$ cat config.mk
export PLATFORM = sky130hd
export DESIGN_NAME = seg_xlate
export DESIGN_NICKNAME = d
export VERILOG_FILES = /design/src/rtl/seg_pkg.sv /design/src/rtl/seg_regs.sv /design/src/rtl/seg_desc_tbl.sv /design/src/rtl/seg_check.sv /design/src/rtl/seg_xlate.sv
export SDC_FILE = /design/constraint.sdc
export NUM_CORES = 1
export LEC_CHECK = 0
export BUFFER_PORTS_ARGS = -buffer_cell sky130_fd_sc_hd__buf_2
export CORE_UTILIZATION = 30
export CTS_BUF_LIST = sky130_fd_sc_hd__clkbuf_8
export DETAILED_ROUTE_END_ITERATION = 10
export PLACE_DENSITY_LB_ADDON = 0.08
export SLEW_MARGIN = 20
export SYNTH_ARGS = -nofsm -noshare
export SYNTH_HDL_FRONTEND = slang
export SYNTH_SLANG_ARGS = --single-unit
$ cat constraint.sdc
create_clock -name clk_i -period 3.7 [get_ports clk_i]
set_input_delay 0 -clock clk_i [delete_from_list [all_inputs] [get_ports clk_i]]
set_output_delay 0 -clock clk_i [all_outputs]
set_load 0.01 [all_outputs]
$ cat src/rtl/seg_pkg.sv
package seg_pkg;
  parameter int unsigned OFF_W   = 16;
  parameter int unsigned SEG_W   = 16;
  parameter int unsigned SHIFT   = 4;
  parameter int unsigned PA_W    = SEG_W + SHIFT;
  parameter int unsigned CAUSE_W = 3;
  parameter int unsigned NSEG    = 4;

  typedef enum logic [1:0] {ACC_CODE = 2'd0, ACC_DATA = 2'd1, ACC_STACK = 2'd2, ACC_RSVD = 2'd3} acc_e;
  typedef enum logic [1:0] {SR_CS = 2'd0, SR_DS = 2'd1, SR_SS = 2'd2, SR_ES = 2'd3} sreg_e;
  typedef enum logic [CAUSE_W-1:0] {
    FLT_NONE = 3'd0, FLT_SEL = 3'd1, FLT_NP = 3'd2, FLT_LIMIT = 3'd3,
    FLT_WRPROT = 3'd4, FLT_EXONLY = 3'd5, FLT_NOEXEC = 3'd6
  } cause_e;

  typedef struct packed {
    logic             ex;
    logic             wr;
    logic             rd;
    logic             pres;
    logic [OFF_W-1:0] limit;
    logic [PA_W-1:0]  base;
  } desc_t;

  parameter int unsigned DESC_W = $bits(desc_t);
endpackage

$ cat src/rtl/seg_regs.sv
module seg_regs import seg_pkg::*; #(
  parameter int unsigned IDX_W = 3
) (
  input  logic             clk_i,
  input  logic             rst_ni,
  input  logic             we_i,
  input  logic [IDX_W-1:0] idx_i,
  input  logic [SEG_W-1:0] wdata_i,
  output logic [SEG_W-1:0] seg_o [NSEG]
);
  logic [SEG_W-1:0] seg_q [NSEG];

  for (genvar g = 0; g < NSEG; g++) begin : g_seg
    always_ff @(posedge clk_i or negedge rst_ni) begin
      if (!rst_ni) seg_q[g] <= '0;
      else if (we_i && 32'(idx_i) == g) seg_q[g] <= wdata_i;
    end
    assign seg_o[g] = seg_q[g];
  end

  // an in-range write lands in the addressed register
  p_seg_write_r12: assert property (@(posedge clk_i) disable iff (!rst_ni)
    (we_i && 32'(idx_i) < NSEG) |=> seg_o[$past(idx_i[1:0])] == $past(wdata_i));
endmodule

$ cat src/rtl/seg_desc_tbl.sv
module seg_desc_tbl import seg_pkg::*; #(
  parameter int unsigned NDESC = 8,
  parameter int unsigned IDX_W = $clog2(NDESC)
) (
  input  logic             clk_i,
  input  logic             rst_ni,
  input  logic             we_i,
  input  logic [IDX_W-1:0] idx_i,
  input  desc_t            wdata_i,
  input  logic [SEG_W-1:0] sel_i,
  output desc_t            desc_o,
  output logic             in_range_o
);
  desc_t tbl_q [NDESC];

  for (genvar g = 0; g < NDESC; g++) begin : g_ent
    always_ff @(posedge clk_i or negedge rst_ni) begin
      if (!rst_ni) tbl_q[g] <= '0;
      else if (we_i && 32'(idx_i) == g) tbl_q[g] <= wdata_i;
    end
  end

  // full-width compare so large selectors never alias onto an entry
  assign in_range_o = 32'(sel_i) < NDESC;
  assign desc_o     = in_range_o ? tbl_q[sel_i[IDX_W-1:0]] : '0;

  // a descriptor write is visible through the lookup port
  p_tbl_write_r12: assert property (@(posedge clk_i) disable iff (!rst_ni)
    we_i |=> tbl_q[$past(idx_i)] == $past(wdata_i));
endmodule

$ cat src/rtl/seg_check.sv
module seg_check import seg_pkg::*; (
  input  logic             prot_i,
  input  acc_e             acc_i,
  input  logic             write_i,
  input  logic [OFF_W-1:0] off_i,
  input  logic [SEG_W-1:0] seg_i,
  input  desc_t            desc_i,
  input  logic             in_range_i,
  output logic [PA_W-1:0]  paddr_o,
  output cause_e           cause_o
);
  logic is_code, is_stack, over;

  assign is_code  = acc_i == ACC_CODE;
  assign is_stack = acc_i == ACC_STACK;
  // stack word needs offset+1 inside the limit as well
  assign over     = (off_i > desc_i.limit) || (is_stack && off_i == desc_i.limit);

  always_comb begin
    cause_o = FLT_NONE;
    if (!prot_i) begin
      paddr_o = {seg_i, {SHIFT{1'b0}}} + PA_W'(off_i);
    end else begin
      paddr_o = desc_i.base + PA_W'(off_i);
      if (!in_range_i)                  cause_o = FLT_SEL;
      else if (!desc_i.pres)            cause_o = FLT_NP;
      else if (over)                    cause_o = FLT_LIMIT;
      else if (is_code) begin
        if (!desc_i.ex)                 cause_o = FLT_NOEXEC;
      end else if (write_i) begin
        if (!desc_i.wr)                 cause_o = FLT_WRPROT;
      end else if (!desc_i.rd)          cause_o = FLT_EXONLY;
    end
  end
endmodule

$ cat src/rtl/seg_xlate.sv
module seg_xlate import seg_pkg::*; #(
  parameter  int unsigned NDESC = 8,
  localparam int unsigned IDX_W = $clog2(NDESC)
) (
  input  logic               clk_i,
  input  logic               rst_ni,
  input  logic               cfg_we_i,
  input  logic               cfg_tbl_i,
  input  logic [IDX_W-1:0]   cfg_idx_i,
  input  logic [DESC_W-1:0]  cfg_wdata_i,
  input  logic               req_i,
  input  logic               prot_i,
  input  logic [1:0]         acc_type_i,
  input  logic               ovr_en_i,
  input  logic [1:0]         ovr_seg_i,
  input  logic               write_i,
  input  logic [OFF_W-1:0]   offset_i,
  output logic               valid_o,
  output logic               fault_o,
  output logic [CAUSE_W-1:0] cause_o,
  output logic [PA_W-1:0]    paddr_o
);
  logic [SEG_W-1:0] seg_vals [NSEG];
  logic [SEG_W-1:0] seg_sel;
  sreg_e            sr;
  acc_e             acc;
  desc_t            desc;
  logic             in_range;
  logic [PA_W-1:0]  paddr_d;
  cause_e           cause_d;

  seg_regs #(.IDX_W(IDX_W)) u_regs (
    .clk_i, .rst_ni,
    .we_i    (cfg_we_i && !cfg_tbl_i),
    .idx_i   (cfg_idx_i),
    .wdata_i (cfg_wdata_i[SEG_W-1:0]),
    .seg_o   (seg_vals)
  );

  assign acc = acc_e'(acc_type_i);

  always_comb begin
    unique case (acc)
      ACC_CODE:  sr = SR_CS;
      ACC_STACK: sr = SR_SS;
      default:   sr = ovr_en_i ? sreg_e'(ovr_seg_i) : SR_DS;
    endcase
  end
  assign seg_sel = seg_vals[sr];

  seg_desc_tbl #(.NDESC(NDESC), .IDX_W(IDX_W)) u_tbl (
    .clk_i, .rst_ni,
    .we_i       (cfg_we_i && cfg_tbl_i),
    .idx_i      (cfg_idx_i),
    .wdata_i    (desc_t'(cfg_wdata_i)),
    .sel_i      (seg_sel),
    .desc_o     (desc),
    .in_range_o (in_range)
  );

  seg_check u_chk (
    .prot_i, .acc_i (acc), .write_i, .off_i (offset_i), .seg_i (seg_sel),
    .desc_i (desc), .in_range_i (in_range), .paddr_o (paddr_d), .cause_o (cause_d)
  );

  always_ff @(posedge clk_i or negedge rst_ni) begin
    if (!rst_ni) begin
      valid_o <= 1'b0;
      fault_o <= 1'b0;
      cause_o <= '0;
      paddr_o <= '0;
    end else begin
      valid_o <= req_i && cause_d == FLT_NONE;
      fault_o <= req_i && cause_d != FLT_NONE;
      cause_o <= req_i ? cause_d : FLT_NONE;
      paddr_o <= (req_i && cause_d == FLT_NONE) ? paddr_d : '0;
    end
  end

  p_excl_r10: assert property (@(posedge clk_i) disable iff (!rst_ni)
    !(valid_o && fault_o));
  p_resp_r10: assert property (@(posedge clk_i) disable iff (!rst_ni)
    req_i |=> (valid_o || fault_o));
  p_idle_r10: assert property (@(posedge clk_i) disable iff (!rst_ni)
    !req_i |=> (!valid_o && !fault_o && cause_o == '0));
  p_fault_noaddr_r10: assert property (@(posedge clk_i) disable iff (!rst_ni)
    fault_o |-> paddr_o == '0);
  p_real_nofault_r1: assert property (@(posedge clk_i) disable iff (!rst_ni)
    (req_i && !prot_i) |=> valid_o);
  p_sel_first_r9: assert property (@(posedge clk_i) disable iff (!rst_ni)
    (req_i && prot_i && !in_range) |=> (fault_o && cause_o == 3'd1));
endmodule

==> impl_metrics.csv <==
group,metric,value,unit
placed_design,port_buffers,95,
power_and_ir_drop,comb_power_share,0.300,
critical_path,critPathMaxStageDelay,0.54,ns
placed_design,postPlaceCellArea,23500,um^2
global_routing,grt.total_usage,0.202,
drt,dr.pass1.iters,5,
layout,fillers,6565,
sta,maxSlewViolCount,0,
sta,tightest_slew,0.958,ns
global_routing,grt_pass1_wl,106,mm
synthesis,synth_warnings,0,
power_and_ir_drop,power_density,567,nW/um^2
layout,stdcell_count,3085,
run,maxCapViolCount,0,
critical_path,startpoint,"u_regs.seg_o[36]$_DFFE_PN0P_",
drt,vias_per_cell,5.08,
critical_path,cp.arrival,4.67,ns
power_and_ir_drop,sequentialPowerShare,0.391,
power_and_ir_drop,power_switching,4910,uW
power_and_ir_drop,vdd_ir_drop_max,196,uV
clock_tree,cts_max_path_buffers,3,
global_routing,grt_max_degree,98,
run_status,failed_checks,"negative setup slack",
synthesis,ys_seq_elements,409,
die,start_util,0.305,
sta,finalCriticalPeriod,4.08,ns
synthesis,synth_top_area_share,0.496,
sta,slew_headroom,0.362,
drt,wl_per_cell,23.0,um
synthesis,asyncSetResetFlopFracSynth,1.00,
critical_path,crit_path_max_fanout,6,
global_routing,grt_pass1_vias,16600,
synthesis,synthTopCellsByArea,"dfrtp_1 (50%), mux2_2 (21%), nand2_1 (5.3%), ha_1 (2.7%), a311oi_1 (2.0%)",
clock_tree,worst_skew_pair.late_latency,0.67,ns
clock_tree,tritoncts,"built",
synthesis,ys_seq_area_frac,0.496,
drt,ant_nets,0,
synthesis,yosysTopAreaCell,"dfrtp_1",
power_and_ir_drop,p_int,10400,uW
die,rows,95,
drt,totalWireLength,70.9,mm
synthesis,synth_area,20600,um^2
sta,layout_setup_ws,-0.380,ns
sta,hold_ws,0.0682,ns
power_and_ir_drop,clkPwrFrac,0.309,
placed_design,dp_hpwl,44.8,mm
clock_tree,cts-buffers-inserted,80,
die,dieWidth,264,um
die,core-area,67600,um^2
critical_path,cp_common_cell,"buf_12",
critical_path,crit_required,4.29,ns
critical_path,endpoint,"paddr_o[13]$_DFF_PN0_",
synthesis,synth_edf_count,0,
critical_path,worstSetupPathType,"reg -> reg",
layout,post-route-util,0.399,
synthesis,synth.avg_cell_area,11.4,um^2
critical_path,cp_slowest_cell,"mux4_2",
sta,hold_violations,0,
layout,register_area,10200,um^2
synthesis,syn_nets,1926,
sta,finalCritPeriodShare,1.10,
synthesis,synthCells,1809,
clock_tree,htreeDepth,3,
drt,drt_drc_violations_left,0,
die,die_h,264,um
sta,max_freq,245,MHz
layout,multi_input_area,10500,um^2
clock_tree,clk_pin_slew,0.06,ns
placed_design,place.gp.congestion,0.811,
critical_path,r2r_cells,19,
critical_path,cp_top_family,"compound AO/OA/AOI/OAI gates",
global_routing,antenna_found_initial,2,
sta,rsz0062_at_grt,"true",
min_path,hold_class,"in -> reg",
critical_path,r2r-end,"paddr_o[13]$_DFF_PN0_",
critical_path,reg2reg_slack,-0.38,ns
drt,drtIter0Drc,832,
layout,layout.nets,2270,
power_and_ir_drop,power,15300,uW
power_and_ir_drop,p_leak,0.0119,uW
critical_path,rr_startpoint,"u_regs.seg_o[36]$_DFFE_PN0P_",
run_status,status,"complete, but fails checks",
die,die_area,69800,um^2
synthesis,yosys_most_used_dff,"dfrtp_1",
critical_path,worst_setup_path_start_kind,"flip-flop",
sta,skew,0.0402,ns
layout,final_area,27000,um^2
die,io_pins,96,
clock_tree,root_buffer,"clkbuf_8",
sta,setup_viol,25,
synthesis,synth_cell_types,68,
placed_design,place_inst,2845,
drt,vias,15700,
critical_path,critPathBufInv,5,
layout,layout-area-overhead-vs-synth,30.9,%
clock_tree,cts_sinks,409,
critical_path,cp-end-kind,"flip-flop",
layout,drive_gt1_frac,0.451,
global_routing,overflow,0,
critical_path,cp.depth,19,
critical_path,crit_chain,"mux4_2 > nor4_4 > and4_4 > buf_12 > buf_12 > o21ai_2 > ha_1 > a21o_1 > a21o_1 > a21oi_2 > o21ai_2 > a21oi_2 > a31oi_1 > buf_4 > a211oi_4 > a41oi_4 > buf_12 > buf_16 > a21oi_4",
power_and_ir_drop,sw_frac_of_total,0.321,
-- layout make-up --
| type | count | area share |
|---|---|---|
| repair inverters | 1 | 0.000232 |
| flip-flops and latches | 409 | 0.379 |
| repair buffers | 389 | 0.127 |
| diodes | 3 | 0.000278 |
| well taps | 873 | 0.0405 |
| clock inverters | 39 | 0.0102 |
| clock buffers | 99 | 0.0505 |
| multi-input cells | 1251 | 0.388 |
| inverters | 21 | 0.00376 |
-- worst min path at each step --
stage,from,depth (start not counted),end,slack [ns]
6_report,cfg_idx_i[1],4,u_regs.seg_o[34]$_DFFE_PN0P_,0.07
5_1_grt,cfg_idx_i[1],4,u_regs.seg_o[34]$_DFFE_PN0P_,0.05
4_1_cts,cfg_idx_i[1],4,u_regs.seg_o[33]$_DFFE_PN0P_,0.002
3_5_place_dp,rst_ni,1,u_regs.seg_o[61]$_DFFE_PN0P_,0.09
3_3_place_gp,rst_ni,1,u_regs.seg_o[45]$_DFFE_PN0P_,0.08
2_1_floorplan,rst_ni,0,cause_o[0]$_DFF_PN0_,-0.30
-- metrics by stage --
| step | setup WS [ns] | setup TNS [ns] |
|---|---|---|
| 3_5_place_dp | -1.05 | -22.92 |
| 5_1_grt | -0.596 | -12.32 |
| 4_1_cts | -0.385 | -6.78 |
| 2_1_floorplan | -0.118 | -0.210 |
| 6_report | -0.380 | -7.00 |
| 3_3_place_gp | -1.06 | -23.36 |
-- flip-flops by register name, indices dropped and copies added (netlist names) --
| signal | cells |
|---|---|
| fault_o | 1 |
| cause_o | 3 |
| valid_o | 1 |
| u_tbl.tbl_q | 320 |
| paddr_o | 20 |
| u_regs.seg_o | 64 |
-- what timing repair did --
item,4_1_cts,5_1_grt
pin swaps,21,72
gates cloned,3,7
gates resized for setup,72,90
setup buffers,11,27
setup endpoints to repair,25,25
hold buffers,55,0
endpoints found under the hold margin,725,0
-- worst register-to-register path: cells and delay by family, from the launching register on --
family,cells,cell delay (ns)
flip-flops,1,0.39
AO/OA/AOI/OAI,10,1.43
adder cells (fa/ha/maj),1,0.31
AND/OR/NAND/NOR,2,0.59
buffers and inverters,5,0.79
multiplexers,1,0.54
-- synthesized netlist by cell type (15+ instances only) --
| library cell | n |
|---|---|
| dfrtp_1 | 409 |
| mux2_2 | 392 |
| nand2_1 | 289 |
| clkbuf_1 | 75 |
| nor2_1 | 70 |
| and3_1 | 65 |
| nand3_1 | 50 |
| a311oi_1 | 48 |
| ha_1 | 44 |
| o21ai_0 | 44 |
| a21oi_1 | 31 |
| buf_1 | 26 |
| a31oi_1 | 24 |
| a211oi_1 | 21 |
| buf_2 | 18 |
| inv_1 | 18 |
| xnor2_1 | 15 |
-- routing by layer --
metal  share of wire  global-route usage  up-vias
met5               0                   0        -
met1            0.50               0.294     8093
li1                -                   -     7217
met3           0.037              0.0303       89
met4           0.023              0.0632        0
met2            0.44               0.307      276
-- power by group through the flow --
stage,registers (uW),logic (uW),clock network (uW)
2_1_floorplan,5890,2590,0
3_3_place_gp,6030,4030,0
5_1_grt,6120,4990,5110
4_1_cts,5980,4270,4900
3_5_place_dp,6050,4070,0
6_report,5990,4590,4730
-- cells in the final DEF, fill, tap and decap left out, types with 15 or more instances in the layout --
cell,synthesis,final
dlygate4sd3_1,0,54
a311oi_2,0,22
a21oi_1,31,15
nor2_1,70,46
buf_12,0,26
clkbuf_8,0,99
mux2_2,392,392
inv_1,18,33
a311oi_1,48,26
buf_4,2,192
and3_1,65,65
a211oi_1,21,19
a31oi_1,24,22
nand2_1,289,284
nor2_4,0,19
dfrtp_1,409,409
nand3_1,50,45
buf_2,18,94
ha_1,44,37
o21ai_0,44,26
-- kinds of logic (layout without fill, tap and decap cells) --
kind of cell | after synthesis | in the layout | synth area share
buffers and inverters | 149 | 549 | 0.0311
DFF | 409 | 409 | 0.496
muxes | 419 | 419 | 0.236
AOI/OAI and AO/OA | 224 | 224 | 0.0791
adders and majority gates | 46 | 46 | 0.0286
other | 0 | 3 | 0
and+or+nand+nor | 539 | 539 | 0.119
xor gates and xnor gates | 23 | 23 | 0.00977
(Power assumes the default switching activity.)
